### src/rtl/i2cm_pkg.sv
package i2cm_pkg;
  typedef enum logic [2:0] {
    ENG_IDLE  = 3'd0,
    ENG_START = 3'd1,
    ENG_HOLD  = 3'd2,
    ENG_BIT   = 3'd3,
    ENG_STOP  = 3'd4
  } eng_st_e;

  localparam int unsigned PHASES_PER_BIT = 4;
endpackage

### src/rtl/i2cm_tick.sv
module i2cm_tick #(
  parameter int unsigned PW = 8
) (
  input  logic          clk,
  input  logic          rst_n,
  input  logic          clr,
  input  logic [PW-1:0] presc,
  output logic          tick
);
  logic [PW-1:0] cnt_q, cnt_d;
  logic          at_end;

  assign at_end = (cnt_q == presc);
  assign tick   = at_end && !clr;

  always_comb begin
    cnt_d = cnt_q + 1'b1;
    if (clr || at_end) cnt_d = '0;
  end

  always_ff @(posedge clk or negedge rst_n) begin
    if (!rst_n) cnt_q <= '0;
    else        cnt_q <= cnt_d;
  end
endmodule

### src/rtl/i2cm_bit_engine.sv
module i2cm_bit_engine
  import i2cm_pkg::*;
#(
  parameter int unsigned DW = 8
) (
  input  logic          clk,
  input  logic          rst_n,
  input  logic          tick,
  input  logic          start_req,
  input  logic          stop_req,
  input  logic          byte_go,
  input  logic          go_tx,
  input  logic [DW-1:0] tx_byte,
  input  logic          ack_drive,
  input  logic          sda_i,
  output logic          st_idle,
  output logic          st_hold,
  output logic          byte_end,
  output logic [DW-1:0] rx_byte,
  output logic          ack_sample,
  output logic          scl_oe,
  output logic          sda_oe
);
  localparam int unsigned BW = $clog2(DW + 1);
  localparam logic [BW-1:0] LAST_BIT = BW'(DW);
  localparam logic [1:0]    PH_LAST  = 2'(PHASES_PER_BIT - 1);

  eng_st_e       st_q, st_d;
  logic [1:0]    ph_q, ph_d;
  logic [BW-1:0] bit_q, bit_d;
  logic [DW-1:0] sh_q, sh_d;
  logic          dir_tx_q, dir_tx_d;
  logic          ackdrv_q, ackdrv_d;
  logic          ack_q, ack_d;
  logic          data_bit;

  assign st_idle    = (st_q == ENG_IDLE);
  assign st_hold    = (st_q == ENG_HOLD);
  assign rx_byte    = sh_q;
  assign ack_sample = ack_q;
  assign data_bit   = (bit_q != LAST_BIT);
  assign byte_end   = (st_q == ENG_BIT) && tick && (ph_q == PH_LAST) && !data_bit;

  // line drive decode from registered state
  always_comb begin
    scl_oe = 1'b0;
    sda_oe = 1'b0;
    unique case (st_q)
      ENG_IDLE: ;
      ENG_START: begin
        sda_oe = (ph_q != 2'd0);
        scl_oe = (ph_q == 2'd2);
      end
      ENG_HOLD: begin
        sda_oe = 1'b1;
        scl_oe = 1'b1;
      end
      ENG_BIT: begin
        scl_oe = (ph_q == 2'd0) || (ph_q == PH_LAST);
        if (data_bit) sda_oe = dir_tx_q && !sh_q[DW-1];
        else          sda_oe = !dir_tx_q && ackdrv_q;
      end
      ENG_STOP: begin
        scl_oe = (ph_q == 2'd0);
        sda_oe = (ph_q != 2'd2);
      end
      default: ;
    endcase
  end

  // next state
  always_comb begin
    st_d     = st_q;
    ph_d     = ph_q;
    bit_d    = bit_q;
    sh_d     = sh_q;
    dir_tx_d = dir_tx_q;
    ackdrv_d = ackdrv_q;
    ack_d    = ack_q;
    unique case (st_q)
      ENG_IDLE: begin
        if (start_req) begin
          st_d = ENG_START;
          ph_d = 2'd0;
        end
      end
      ENG_START: begin
        if (tick) begin
          if (ph_q == 2'd2) st_d = ENG_HOLD;
          else              ph_d = ph_q + 2'd1;
        end
      end
      ENG_HOLD: begin
        if (stop_req) begin
          st_d = ENG_STOP;
          ph_d = 2'd0;
        end else if (byte_go) begin
          st_d     = ENG_BIT;
          ph_d     = 2'd0;
          bit_d    = '0;
          sh_d     = tx_byte;
          dir_tx_d = go_tx;
          ackdrv_d = ack_drive;
        end
      end
      ENG_BIT: begin
        if (tick) begin
          if (ph_q == 2'd2) begin
            if (data_bit) sh_d = {sh_q[DW-2:0], sda_i};
            else          ack_d = sda_i;
          end
          if (ph_q == PH_LAST) begin
            ph_d = 2'd0;
            if (data_bit) bit_d = bit_q + 1'b1;
            else          st_d  = ENG_HOLD;
          end else begin
            ph_d = ph_q + 2'd1;
          end
        end
      end
      ENG_STOP: begin
        if (tick) begin
          if (ph_q == 2'd2) st_d = ENG_IDLE;
          else              ph_d = ph_q + 2'd1;
        end
      end
      default: st_d = ENG_IDLE;
    endcase
  end

  always_ff @(posedge clk or negedge rst_n) begin
    if (!rst_n) begin
      st_q     <= ENG_IDLE;
      ph_q     <= '0;
      bit_q    <= '0;
      sh_q     <= '0;
      dir_tx_q <= 1'b0;
      ackdrv_q <= 1'b0;
      ack_q    <= 1'b1;
    end else begin
      st_q     <= st_d;
      ph_q     <= ph_d;
      bit_q    <= bit_d;
      sh_q     <= sh_d;
      dir_tx_q <= dir_tx_d;
      ackdrv_q <= ackdrv_d;
      ack_q    <= ack_d;
    end
  end


  sda_steady_high_chk: assert property (@(posedge clk) disable iff (!rst_n)
    (st_q == ENG_BIT && $past(st_q == ENG_BIT) && !scl_oe && $past(!scl_oe)) |-> $stable(sda_oe));


  stop_release_chk: assert property (@(posedge clk) disable iff (!rst_n)
    (st_q == ENG_IDLE && $past(st_q == ENG_STOP)) |-> (!scl_oe && !sda_oe));
endmodule

### src/rtl/i2cm_reg_master.sv
module i2cm_reg_master #(
  parameter int unsigned DW = 8,
  parameter int unsigned PW = 8
) (
  input  logic          clk,
  input  logic          rst_n,
  input  logic [PW-1:0] presc,
  input  logic          ctrl_we,
  input  logic          ctrl_master,
  input  logic          ctrl_tx,
  input  logic          ctrl_nack,
  input  logic          data_we,
  input  logic [DW-1:0] data_wdata,
  input  logic          data_re,
  output logic [DW-1:0] data_rdata,
  output logic          xfer_done,
  output logic          ack_seen,
  output logic          busy,
  output logic          scl_oe,
  output logic          sda_oe,
  input  logic          sda_i
);
  logic ms_q, ms_d, tx_q, tx_d, nack_q, nack_d;
  logic start_pend_q, start_pend_d, stop_pend_q, stop_pend_d;
  logic done_q, done_d, ackr_q, ackr_d, dir_q, dir_d;
  logic [DW-1:0] rx_q, rx_d;

  logic tick, st_idle, st_hold, byte_end, ack_sample;
  logic start_req, stop_req, go_wr, go_rd, byte_go, can_go;
  logic ms_rise, ms_fall;
  logic [DW-1:0] eng_rx;

  assign ms_rise   = ctrl_we && ctrl_master && !ms_q;
  assign ms_fall   = ctrl_we && !ctrl_master && ms_q;
  assign start_req = start_pend_q && st_idle;
  assign stop_req  = stop_pend_q && st_hold;
  assign can_go    = ms_q && st_hold && !stop_pend_q;
  assign go_wr     = data_we && tx_q && can_go;
  assign go_rd     = data_re && !tx_q && can_go;
  assign byte_go   = go_wr || go_rd;

  assign data_rdata = rx_q;
  assign xfer_done  = done_q;
  assign ack_seen   = ackr_q;
  assign busy       = start_pend_q || stop_pend_q || !(st_idle || st_hold);

  i2cm_tick #(.PW(PW)) u_tick (
    .clk   (clk),
    .rst_n (rst_n),
    .clr   (st_idle || st_hold),
    .presc (presc),
    .tick  (tick)
  );

  i2cm_bit_engine #(.DW(DW)) u_eng (
    .clk        (clk),
    .rst_n      (rst_n),
    .tick       (tick),
    .start_req  (start_req),
    .stop_req   (stop_req),
    .byte_go    (byte_go),
    .go_tx      (go_wr),
    .tx_byte    (data_wdata),
    .ack_drive  (!nack_q),
    .sda_i      (sda_i),
    .st_idle    (st_idle),
    .st_hold    (st_hold),
    .byte_end   (byte_end),
    .rx_byte    (eng_rx),
    .ack_sample (ack_sample),
    .scl_oe     (scl_oe),
    .sda_oe     (sda_oe)
  );

  always_comb begin
    ms_d   = ctrl_we ? ctrl_master : ms_q;
    tx_d   = ctrl_we ? ctrl_tx     : tx_q;
    nack_d = ctrl_we ? ctrl_nack   : nack_q;

    start_pend_d = start_pend_q;
    if (start_req) start_pend_d = 1'b0;
    if (ms_rise)   start_pend_d = 1'b1;
    if (ms_fall)   start_pend_d = 1'b0;

    stop_pend_d = stop_pend_q;
    if (stop_req) stop_pend_d = 1'b0;
    if (ms_fall)  stop_pend_d = 1'b1;

    done_d = done_q;
    ackr_d = ackr_q;
    dir_d  = dir_q;
    rx_d   = rx_q;
    if (byte_go) begin
      done_d = 1'b0;
      dir_d  = go_wr;
    end
    if (byte_end) begin
      done_d = 1'b1;
      ackr_d = !ack_sample;
      if (!dir_q) rx_d = eng_rx;
    end
  end

  always_ff @(posedge clk or negedge rst_n) begin
    if (!rst_n) begin
      ms_q         <= 1'b0;
      tx_q         <= 1'b0;
      nack_q       <= 1'b0;
      start_pend_q <= 1'b0;
      stop_pend_q  <= 1'b0;
      done_q       <= 1'b0;
      ackr_q       <= 1'b0;
      dir_q        <= 1'b0;
      rx_q         <= '0;
    end else begin
      ms_q         <= ms_d;
      tx_q         <= tx_d;
      nack_q       <= nack_d;
      start_pend_q <= start_pend_d;
      stop_pend_q  <= stop_pend_d;
      done_q       <= done_d;
      ackr_q       <= ackr_d;
      dir_q        <= dir_d;
      rx_q         <= rx_d;
    end
  end


  done_after_ninth_chk: assert property (@(posedge clk) disable iff (!rst_n)
    byte_end |=> (xfer_done && (ack_seen == !$past(ack_sample))));


  rd_in_tx_idle_chk: assert property (@(posedge clk) disable iff (!rst_n)
    (data_re && !data_we && ms_q && tx_q && st_hold && !stop_pend_q && !ctrl_we) |=> st_hold);


  wr_in_rx_keep_chk: assert property (@(posedge clk) disable iff (!rst_n)
    (data_we && !tx_q && !byte_end) |=> $stable(data_rdata));
endmodule

### config.mk
export PLATFORM = sky130hd
export DESIGN_NAME = i2cm_reg_master
export DESIGN_NICKNAME = d
export VERILOG_FILES = /design/src/rtl/i2cm_pkg.sv /design/src/rtl/i2cm_tick.sv /design/src/rtl/i2cm_bit_engine.sv /design/src/rtl/i2cm_reg_master.sv
export SDC_FILE = /design/constraint.sdc
export NUM_CORES = 1
export LEC_CHECK = 0
export ABC_AREA = 0
export BUFFER_PORTS_ARGS = -buffer_cell sky130_fd_sc_hd__buf_2
export CORE_MARGIN = 5
export CORE_UTILIZATION = 44
export CTS_BUF_LIST = sky130_fd_sc_hd__clkbuf_4 sky130_fd_sc_hd__clkbuf_8 sky130_fd_sc_hd__clkbuf_16
export DETAILED_ROUTE_END_ITERATION = 8
export GPL_TIMING_DRIVEN = 0
export PLACE_DENSITY_LB_ADDON = 0.2
export SLEW_MARGIN = 20
export SYNTH_ARGS = -nofsm -noshare
export SYNTH_HDL_FRONTEND = slang
export SYNTH_HIERARCHICAL = 1
export SYNTH_SLANG_ARGS = --single-unit
### constraint.sdc
create_clock -name clk -period 6.9 [get_ports clk]
set_input_delay 0.69 -clock clk [delete_from_list [all_inputs] [get_ports clk]]
set_output_delay 0.69 -clock clk [all_outputs]
set_load 0.01 [all_outputs]
### Yosys cells after proc, flatten, opt, wreduce, memory -nomap -nowiden

Cells that the tools add are included.
W data, S select, Z words.

| word-level totals | value |
|---|---|
| input port bits | 25 |
| flip-flop bits (word level) | 44 |
| output and inout bits | 13 |
| word-level logic and storage cells | 139 |

| operators by class | value |
|---|---|
| equality and inequality tests | 24 |
| add/sub/neg operators | 3 |
| bitwise logic cells | 3 |
| reductions and logical operators | 50 |
| muxes and demuxes | 42 |

Operators with widths:

| cell | number |
|---|---|
| $mux W8 | 6 |
| $mux W3 | 10 |
| $mux W4 | 5 |
| $logic_and A1 B1 Y1 | 18 |
| $ne A2 B1 Y1 const B | 9 |
| $reduce_and A6 Y1 | 3 |
| $pmux W8 S2 | 1 |
| $pmux W3 S5 | 1 |
| $mux W2 | 7 |
| $ne A2 B2 Y1 const B | 6 |
| $logic_not A1 Y1 | 10 |
| $reduce_and A9 Y1 | 1 |
| $add A8 B1 Y8 const B | 1 |
| $eq A8 B8 Y1 | 1 |
| $mux W1 | 8 |
| $pmux W1 S4 | 2 |
| $pmux W2 S4 | 1 |
| $pmux W4 S2 | 1 |
| $reduce_bool A2 Y1 | 4 |
| $eq A3 B2 Y1 const B | 2 |
| $logic_or A1 B1 Y1 | 6 |
| $add A4 B1 Y4 const B | 1 |
| $eq A2 B2 Y1 const B | 2 |
| $ne A4 B4 Y1 const B | 1 |
| other kinds (13) | 15 |

### Logic depth before layout (Yosys ltp)

Gate-level depths: netlist of the first run.

| depth | value |
|---|---|
| word-level depth | 8 |
| gate-level depth with buffers | 11 |
| depth with buffers taken out | 8 |

### Cells and area by module

Netlist of the first run, hierarchy kept.

Modules (own cells, without submodules):

| module | area each (um^2) | instances | cells each | sequential area each (um^2) |
|---|---|---|---|---|
| i2cm_bit_engine | 1288.7 | 1 | 137 | 501.7 |
| i2cm_reg_master | 723.2 | 1 | 57 | 400.4 |
| i2cm_tick | 524.3 | 1 | 46 | 200.2 |

### Worst setup path after synthesis of the first run

No wires, ideal clock.

| timing | value |
|---|---|
| path kind | input to register |
| start point | in presc[5] |
| end point | reg rx_q[0] (netlist: data_rdata[0]) |
| data arrival time | 2.593 ns |
| setup slack | 4.182 ns |
| required time | 6.775 ns |
| stages on the path | 8 |
| setup time | 0.125 ns |
| path buffers | 1 |
| path through | xor2_1 -> nor4_4 -> and3b_1 -> nand2_1 -> nor2_1 -> nor2b_4 -> buf_6 -> mux2_4 |

| on the way | value |
|---|---|
| word-level cells in the longest chain between the ends | 6 |

RTL lines:

| what | RTL line | text |
|---|---|---|
| start: declaration | i2cm_reg_master.sv:7 | `input logic [PW-1:0] presc,` |
| $eq A8 B8 Y1 | i2cm_tick.sv:13 | `assign at_end = (cnt_q == presc);` |
| $logic_and A1 B1 Y1 | i2cm_tick.sv:14 | `assign tick = at_end && !clr;` |
| named net tick | i2cm_reg_master.sv:28 | `logic tick, st_idle, st_hold, byte_end, ack_sample;` |
| $logic_and A1 B1 Y1 (3 in a row) | i2cm_bit_engine.sv:42 | `assign byte_end = (st_q == ENG_BIT) && tick && (ph_q == PH_LAST) && !data_bit;` |
| named net byte_end | i2cm_reg_master.sv:28 |  |
| $reduce_and A2 Y1 (no source line) | n/a |  |
| end signal: assignment | i2cm_reg_master.sv:124 | `rx_q <= rx_d;` |
| end: declaration | i2cm_reg_master.sv:26 | `logic [DW-1:0] rx_q, rx_d;` |

The timed path passes the listed nets, and every way through them passes these cells.
A chain may end at the register's enable or synchronous reset.

### Final worst setup path of the first run

| timing | value |
|---|---|
| start point | reg u_eng.st_q[1] |
| end point | reg rx_q[6] (netlist: data_rdata[6]) |

| on the way | value |
|---|---|
| word-level cells in the longest chain between the ends | 8 |
| elaborated cells on any way between the ends | 10 |
| those cells by class | 2 x eq/ne; 8 x reduce/logical |

RTL lines:

| what | RTL line | text |
|---|---|---|
| start: declaration | i2cm_bit_engine.sv:28 | `eng_st_e st_q, st_d;` |
| start signal: assignment | i2cm_bit_engine.sv:141 | `st_q <= st_d;` |
| $eq A3 B2 Y1 | i2cm_bit_engine.sv:38 | `assign st_hold = (st_q == ENG_HOLD);` |
| named net st_hold | i2cm_reg_master.sv:28 |  |
| $logic_or A1 B1 Y1 | i2cm_reg_master.sv:50 | `.clr (st_idle \|\| st_hold),` |
| $logic_not A1 Y1 | i2cm_tick.sv:14 |  |
| $logic_and A1 B1 Y1 | i2cm_tick.sv:14 |  |
| named net tick | i2cm_reg_master.sv:28 |  |
| $logic_and A1 B1 Y1 (3 in a row) | i2cm_bit_engine.sv:42 |  |
| named net byte_end | i2cm_reg_master.sv:28 |  |
| $reduce_and A2 Y1 (no source line) | n/a |  |

The timed path passes the listed nets, and every way through them passes these cells.

==> results of run 1 <==
## final timing paths
| kind | start | to | slack [ns] |
|---|---|---|---|
| max | u_eng/st_q[1] | data_rdata[6] | 3.73 |
| min | rst_n | data_rdata[2] | 0.37 |
| max reg2reg | u_eng/st_q[1] | data_rdata[6] | 3.73 |
| min reg2reg | u_eng/bit_q[3] | u_eng/bit_q[3] | 0.47 |
| max in group asynchronous | rst_n | u_eng/ack_sample | 6.13 |
| min in group clk | u_eng/bit_q[3] | u_eng/bit_q[3] | 0.47 |
## sequential cells by signal (all words and copies together), names as in the netlist, 2 cells and up
register / count
data_rdata: 8
u_eng/st_q: 3
u_eng/rx_byte: 8
u_eng/ph_q: 2
u_eng/bit_q: 4
u_tick/cnt_q: 8
## through the flow
step                       util  setup slack [ns]  area [µm²]  hold slack [ns]  power [mW]
after floorplan               -              4.18        2540            0.394       0.474
after global placement    0.507              3.59        2810            0.456       0.536
after detailed placement  0.507              3.59        2810            0.457       0.541
after CTS                 0.523              3.69        2900            0.470       0.707
after global routing      0.524              3.52        2900            0.409       0.747
final                     0.524              3.73        2900            0.371       0.698
## cell usage after synthesis (2+ instances only)
cell | n | area share
buf_4 | 3 | 0.0089
mux2_4 | 8 | 0.047
nor3b_1 | 2 | 0.0059
a211oi_1 | 5 | 0.015
a21oi_1 | 7 | 0.014
a22o_1 | 4 | 0.014
nor2_1 | 8 | 0.012
nand4_1 | 3 | 0.0074
a221oi_1 | 2 | 0.0069
inv_1 | 14 | 0.021
nor4_4 | 3 | 0.025
ha_1 | 6 | 0.030
mux2i_1 | 3 | 0.012
and2_1 | 3 | 0.0074
xor2_1 | 9 | 0.031
nand3b_1 | 5 | 0.015
nand3_1 | 2 | 0.0039
dfrtp_1 | 43 | 0.42
buf_6 | 4 | 0.018
nand2b_1 | 2 | 0.0049
and3b_1 | 2 | 0.0069
nand2_1 | 44 | 0.065
nor2b_1 | 5 | 0.012
mux2_2 | 13 | 0.058
o21ai_0 | 10 | 0.020
o22ai_1 | 2 | 0.0049
or3_1 | 3 | 0.0074
## layout make-up
class / count / area share
Tap cell: 72 / 0.0310
Timing Repair Buffer: 37 / 0.0647
Clock inverter: 3 / 0.00647
Inverter: 14 / 0.0181
Clock buffer: 5 / 0.0237
Buffer: 9 / 0.0263
Sequential cell: 44 / 0.380
Multi-Input combinational cell: 173 / 0.450
## cell families after synthesis
logic type / count (synthesis) / share of synthesized area
buffers and inverters: 23 / 0.0508
xor gates and xnor gates: 11 / 0.0410
DFF: 44 / 0.435
AOI/OAI and AO/OA: 41 / 0.118
adders and majority gates: 6 / 0.0296
muxes: 24 / 0.117
and+or+nand+nor: 91 / 0.209
## per-layer routing
metal	part of all wire	wire (µm)	vias up
met5	0	0	-
met3	0.042	217	7
li1	-	-	919
met2	0.49	2550	29
met1	0.45	2330	902
met4	0.012	61	0
## power by group
part	internal (mW)	total (mW)	switching, mW
Clock	0.0707	0.163	0.0926
Sequential	0.277	0.293	0.0154
Combinational	0.100	0.242	0.142
==> flow_summary.toml, run 1 <==
[global_route]
grt_pass1_wl_um = 8980
antenna_found_initial = 0
met2_usage = 0.242
grt_max_degree = 45
met1_usage = 0.202
grt.busiest_layer = "met2"
grt_pass1_vias = 1881
grt_remaining_overflow = 0
grtUsageMet3 = 0.0365
grtUsageTotal = 0.152

[setup_path]
cp_cell_sequence = "buf_4, buf_2, and2_1, or2_2, buf_1, and3b_1, nand2_1, nor2_1, nor2b_4, buf_6, mux2_4"
worstPathArrival_ns = 3.36
worstSetupPathType = "reg2reg"
crit_family = "simple AND/OR/NAND/NOR gates"
critical-path-slowest-cell = "and3b_1"
crit_fanout = 10
reg2regPathDepth = 11
cp_num_cells = 11
cp-end-kind = "register"
cp.required_ns = 7.09
slowest_delay_ns = 0.48
start_kind = "register"
cp_num_buf_inv = 4

[placement]
hpwlAfterDp_um = 3740
gp_congestion = 0.844
numPortBuffers = 37
numPlacedInstances = 349

[floorplanning]
row_count = 27
ios = 38
initial_core_util = 0.458
core_mm2 = 0.00554
die_area_mm2 = 0.00738
die_h_um = 85.9
fp.dieW_um = 85.9

[clock_network]
cts_tree = "yes"
clock_latency_ns = 0.30
path_clk_slew_ns = 0.09
cts_max_level = 2
cts_made_buffers = 5
cts_hold_buf = 0
cts_sinks = 44
clockBufferDepth = 2
post-cts-setup-buffers = 0
post_cts_resize_count = 0
cts_root_buf = "clkbuf_8"

[final_layout]
fillerInstances = 553
most-common-layout-cells = "nand2_1, dfrtp_1, buf_2, inv_1, mux2_2"
area_growth_syn_to_layout_pct = 14.4
drive_gt1_frac = 0.312
multi_input_area_mm2 = 0.00131
fin_nets = 315
register_area_mm2 = 0.00110
fin_cells = 357
n_antenna_cell = 0
final_common_cell = "nand2_1"

[routing]
dr.pass1.iters = 5
via_per_inst = 5.20
via_count = 1857
drcViolationCount = 0
drtAntennaViolNets = 0
wirelength_um = 5160
drtIter0Drc = 45
wl_per_cell_um = 14.5

[synth]
synth-seq-cells = 44
synth_ff_type = "dfrtp_1"
ys_warn_count = 6
yosysSeqAreaShare = 0.435
synth_cells = 240
synth.avg_cell_area_um2 = 10.6
synth-edff-count = 0
synthArstFlopShare = 1.00
synth.distinct_cells = 52
synth_area_mm2 = 0.00254
synth_fp_nets = 271

[sta]
setup_viol = 0
slew_viol_final = 0
finalHoldViolCount = 0
worst_pin_slew_ns = 0.567
period_share = 0.460
slew_headroom = 0.619
skew_ns = 0.00775
rsz0062_at_grt = "false"
final.setup.tns_ns = 0
final.min_clock_period_ns = 3.17
fmax_mhz = 315

[hold_path]
min_path_type = "in2async"

[outcome]
outcome = "finished clean"

[power]
power_leakage_nw = 1.39
powerDensity_mw_per_mm2 = 241
ir_drop_uv = 153

[flow_run]
maxCapViolations = 0
No activity file was read; power rests on OpenSTA's default activity.
==> run 2, diff against run 1 <==
==> constraint.sdc (replaced) <==
create_clock -name clk -period 2.7 [get_ports clk]
set_input_delay 0.27 -clock clk [delete_from_list [all_inputs] [get_ports clk]]
set_output_delay 0.27 -clock clk [all_outputs]
set_load 0.01 [all_outputs]
==> run 2 against run 1 <==
Die area is the same. Sequential power rose to 2.6 times the previous value. Critical path depth shrank 1. Highest routed layer unchanged. Critical endpoint is now data_rdata[1]. Via count is 0.70% higher. Sequential cell count unchanged. Hold slack lost 0.19 ns. Critical path type unchanged.
==> flow_summary.toml, run 2 (same netlist as run 1, synthesis figures left out) <==
[outcome]
outcome = "finished clean"

[placement]
placed_cell_area_mm2 = 0.00281
gp_congestion = 0.844
numPortBuffers = 37
hpwlAfterDp_um = 3740
numPlacedInstances = 349

[power]
seq_power_share = 0.418
powerDensity_mw_per_mm2 = 604
p_sw_uw = 634
p_total_mw = 1.79
ir_drop_uv = 440
power_leakage_nw = 1.42
clkPwrFrac = 0.232
comb_power_share = 0.349
swShare = 0.355
intPower_mw = 1.15

[setup_path]
cp_num_buf_inv = 3
critical-path-slowest-cell = "dfrtp_1"
crit_fanout = 10
worstSetupPathType = "reg2reg"
cp.required_ns = 2.89
cp_cell_sequence = "buf_4, buf_2, and2_1, or2_4, and3b_2, nand2_2, nor2_4, nor2b_4, buf_6, mux2_4"
cp-end-kind = "register"
crit_family = "simple AND/OR/NAND/NOR gates"
start_kind = "register"
slowest_delay_ns = 0.37
worstPathArrival_ns = 2.67

[sta]
fmax_mhz = 404
final.setup.tns_ns = 0
worst_pin_slew_ns = 0.567
slew_headroom = 0.622
setup_viol = 0
final.min_clock_period_ns = 2.47
rsz0062_at_grt = "false"
period_share = 0.917
skew_ns = 0.00665
finalHoldViolCount = 0
slew_viol_final = 0
fin_hold_ws_ns = 0.181

[routing]
via_per_inst = 5.17
drtAntennaViolNets = 0
drtIter0Drc = 57
dr.pass1.iters = 6
wirelength_um = 5210
wl_per_cell_um = 14.4
drcViolationCount = 0
via_count = 1870

[floorplanning]
ios = 38
fp.dieW_um = 85.9
die_area_mm2 = 0.00738
initial_core_util = 0.458
core_mm2 = 0.00554
row_count = 27
die_h_um = 85.9

[final_layout]
most-common-layout-cells = "nand2_1, dfrtp_1, buf_2, inv_1, mux2_2"
drive_gt1_frac = 0.334
fin_area_mm2 = 0.00296
fin_cells = 362
fin_nets = 320
n_antenna_cell = 0
area_growth_syn_to_layout_pct = 16.7
fillerInstances = 549

[global_route]
grtUsageTotal = 0.152
grt_remaining_overflow = 0
grt_max_degree = 45
grt_pass1_vias = 1882
antenna_found_initial = 0
grt_pass1_wl_um = 8980

[hold_path]
min_path_type = "in2reg"

[flow_run]
maxCapViolations = 0

[clock_network]
clock_latency_ns = 0.30
clockBufferDepth = 2
cts_tree = "yes"
cts_root_buf = "clkbuf_8"
cts_made_buffers = 5
cts_sinks = 44
cts_max_level = 2
path_clk_slew_ns = 0.09
[run 2: cell count changes in the layout (fill, tap and decap cells not counted), sizes merged]
cell | previous run | this run
dlygate4sd3 | 0 | 1
buf | 46 | 50
[run 2: layout make-up]
cell class	instances	area, µm²	area share
multi-input combinational	173	1320	0.446
sequential	44	1100	0.373
timing repair buffer	43	235	0.0795
tap	72	90.1	0.0304
buffer	8	72.6	0.0245
clock buffer	5	68.8	0.0233
inverter	14	52.6	0.0178
clock inverter	3	18.8	0.00634
[run 2: worst min-delay path, cell delays in order]
cell     delay, ns
buf_2         0.07
nand2_1       0.04
o21ai_0       0.06
[run 2: worst paths after layout]
path | slack, ns | end | cells after the start | start
max | 0.23 | data_rdata[1] | 10 | u_eng/st_q[1]
min | 0.18 | nack_q | 3 | ctrl_nack
max reg2reg | 0.23 | data_rdata[1] | 10 | u_eng/st_q[1]
min reg2reg | 0.47 | u_eng/bit_q[3] | 1 | u_eng/bit_q[3]
max in group asynchronous | 1.81 | u_eng/ack_sample | 2 | rst_n
min in group asynchronous | 0.50 | data_rdata[2] | 2 | rst_n
[run 2: routing by layer]
layer	up-vias	global-route usage	share of wire
met5	-	0	0
met4	0	0.0475	0.0096
met3	5	0.0365	0.039
met2	27	0.243	0.50
met1	909	0.203	0.45
li1	929	-	-
[run 2: power groups by stage]
stage	Sequential, mW	Combinational (mW)	Clock (mW)
after detailed placement	0.762	0.620	0
after global placement	0.760	0.609	0
after global routing	0.756	0.694	0.467
after CTS	0.749	0.617	0.435
final	0.748	0.625	0.416
after floorplan	0.753	0.459	0
[run 2: through the flow]
stage          utilization  setup WS, ns
5_1_grt              0.534        0.0712
4_1_cts              0.526        0.0167
2_1_floorplan            -        0.0185
3_5_place_dp         0.507        -0.491
3_3_place_gp         0.507        -0.487
6_report             0.534         0.225
[run 2: timing repair]
item,in CTS,in global routing
setup endpoints to repair,19,11
pin swaps,0,2
gates resized for setup,3,3
endpoints found under the hold margin,0,11
hold buffers,0,1
setup buffers,1,4
==> run 3, diff against run 2 <==
--- a/config.mk
+++ b/config.mk
@@ -8,10 +8,12 @@
 export ABC_AREA = 0
 export BUFFER_PORTS_ARGS = -buffer_cell sky130_fd_sc_hd__buf_2
 export CORE_MARGIN = 5
-export CORE_UTILIZATION = 44
+export CORE_UTILIZATION = 45
 export CTS_BUF_LIST = sky130_fd_sc_hd__clkbuf_4 sky130_fd_sc_hd__clkbuf_8 sky130_fd_sc_hd__clkbuf_16
+export CTS_CLUSTER_SIZE = 20
 export DETAILED_ROUTE_END_ITERATION = 8
 export GPL_TIMING_DRIVEN = 0
+export MAX_ROUTING_LAYER = met4
 export PLACE_DENSITY_LB_ADDON = 0.2
 export SLEW_MARGIN = 20
 export SYNTH_ARGS = -nofsm -noshare
==> run 3 against run 2 <==
The run now ends with negative hold slack left. Routed wire length down 1.6%. Die area down 2.0%. Core utilization up 0.74 points. Via count down 0.75%. Register-to-register slack worse by 0.09 ns. Critical path type unchanged. Critical endpoint is now u_eng/st_q[0].
==> flow_summary.toml, run 3 (same netlist as run 1, synthesis figures left out) <==
[routing]
wirelength_um = 5130
wl_per_cell_um = 14.1
drtAntennaViolNets = 0
drtIter0Drc = 81
dr.pass1.iters = 4
drcViolationCount = 0
via_per_inst = 5.10
via_count = 1856

[sta]
fin_hold_ws_ns = -0.0335
slew_viol_final = 0
rsz0062_at_grt = "false"
finalHoldViolCount = 43
final.setup.tns_ns = 0
setup_viol = 0
slew_headroom = 0.626
fmax_mhz = 389
period_share = 0.951
skew_ns = 0.00410
final.min_clock_period_ns = 2.57
worst_pin_slew_ns = 0.560

[final_layout]
fin_nets = 322
fin_cells = 364
fin_util = 0.541
n_antenna_cell = 0
drive_gt1_frac = 0.342
fillerInstances = 518
most-common-layout-cells = "nand2_1, dfrtp_1, buf_2, inv_1, mux2_2"
area_growth_syn_to_layout_pct = 17.6

[power]
p_total_mw = 1.83
clkPwrFrac = 0.243
swShare = 0.347
intPower_mw = 1.20
p_sw_uw = 635
comb_power_share = 0.347
power_leakage_nw = 1.43
ir_drop_uv = 493
powerDensity_mw_per_mm2 = 614
seq_power_share = 0.410

[floorplanning]
die_area_mm2 = 0.00724
initial_core_util = 0.461
row_count = 27
core_mm2 = 0.00551
die_h_um = 85.1
ios = 38
fp.dieW_um = 85.1

[flow_run]
maxCapViolations = 0

[clock_network]
clockBufferDepth = 2
cts_tree = "yes"
clock_latency_ns = 0.29
path_clk_slew_ns = 0.08
cts_root_buf = "clkbuf_8"
cts_sinks = 44
cts_max_level = 2
cts_made_buffers = 5

[global_route]
grt_pass1_vias = 1858
grtUsageTotal = 0.152
grt_max_degree = 45
antenna_found_initial = 0
grt_pass1_wl_um = 8630
grt_remaining_overflow = 0

[setup_path]
worstSetupPathType = "reg2reg"
timing.rr.start = "u_eng/st_q[1]"
crit_path_frequent_cell = "buf_4"
slowest_delay_ns = 0.38
worstPathArrival_ns = 2.75
cp_cell_sequence = "buf_4, buf_2, and2_1, or2_4, and3b_2, buf_4, a21boi_0, o22ai_1, a22o_1"
cp-end-kind = "register"
crit_fanout = 10
rr_endpoint = "u_eng/st_q[0]"
start_kind = "register"
reg2regPathDepth = 9
r2r_slack_ns = 0.13
critical-path-slowest-cell = "dfrtp_1"
cp.required_ns = 2.88

[placement]
numPlacedInstances = 349
gp_congestion = 0.859
hpwlAfterDp_um = 3620
numPortBuffers = 37

[outcome]
violations = "negative hold slack"
outcome = "finished with violations"

[hold_path]
min_path_type = "in2async"
## run 3: power by group through the flow
stage / clock (mW) / sequential [mW] / combinational [mW]
5_1_grt: 0.496 / 0.759 / 0.710
3_3_place_gp: 0 / 0.762 / 0.610
2_1_floorplan: 0 / 0.753 / 0.459
4_1_cts: 0.466 / 0.750 / 0.628
6_report: 0.444 / 0.751 / 0.635
3_5_place_dp: 0 / 0.762 / 0.623
## run 3: per-stage QoR
step                      setup WS, ns  area, µm²  hold WS, ns
after global routing            0.0300       2980      0.00364
final                            0.133       2980      -0.0335
after CTS                       0.0867       2920        0.168
after global placement          -0.501       2810        0.455
after floorplan                 0.0185       2540      -0.0256
after detailed placement        -0.497       2810        0.461
## run 3: worst max path at each step
stage / from / to / slack (ns) / cells past startpoint
6_report: u_eng/st_q[1] / u_eng/st_q[0] / 0.13 / 9
5_1_grt: u_eng/st_q[1] / u_eng/st_q[0] / 0.03 / 9
4_1_cts: u_tick/cnt_q[5] / data_rdata[0] / 0.09 / 8
3_5_place_dp: u_eng/st_q[1] / data_rdata[0] / -0.50 / 11
3_3_place_gp: u_eng/st_q[1] / data_rdata[0] / -0.50 / 11
2_1_floorplan: u_eng/st_q[1] / data_rdata[0] / 0.02 / 11
## run 3: critical path, delay by kind of cell, from the launching register on
| kind | cells | cell delay (ns) |
|---|---|---|
| compound gates | 3 | 0.79 |
| buf+inv | 3 | 0.49 |
| flops | 1 | 0.38 |
| simple gates | 3 | 0.79 |
## run 3: area by class of cell
class | count | area (µm²) | area share
Multi-Input combinational cell | 173 | 1320 | 0.442
Buffer | 8 | 72.6 | 0.0243
Clock inverter | 1 | 7.51 | 0.00252
Timing Repair Buffer | 45 | 248 | 0.0831
Inverter | 14 | 52.6 | 0.0176
Sequential cell | 44 | 1100 | 0.370
Tap cell | 72 | 90.1 | 0.0302
Clock buffer | 7 | 90.1 | 0.0302
## run 3: per-layer routing
| layer | wire [µm] | share of wire | GRT usage | vias up |
|---|---|---|---|---|
| met1 | 2390 | 0.47 | 0.193 | 876 |
| met5 | 0 | 0 | - | - |
| met4 | 69 | 0.013 | 0.0489 | 0 |
| met3 | 226 | 0.044 | 0.0359 | 7 |
| li1 | - | - | - | 934 |
| met2 | 2440 | 0.48 | 0.238 | 39 |
## run 3: timing repair
action                     CTS  global route
setup endpoints to repair   16             8
pin swaps                    0             2
buffers inserted             1             7
hold buffers                 0             0
resized for setup            4             1
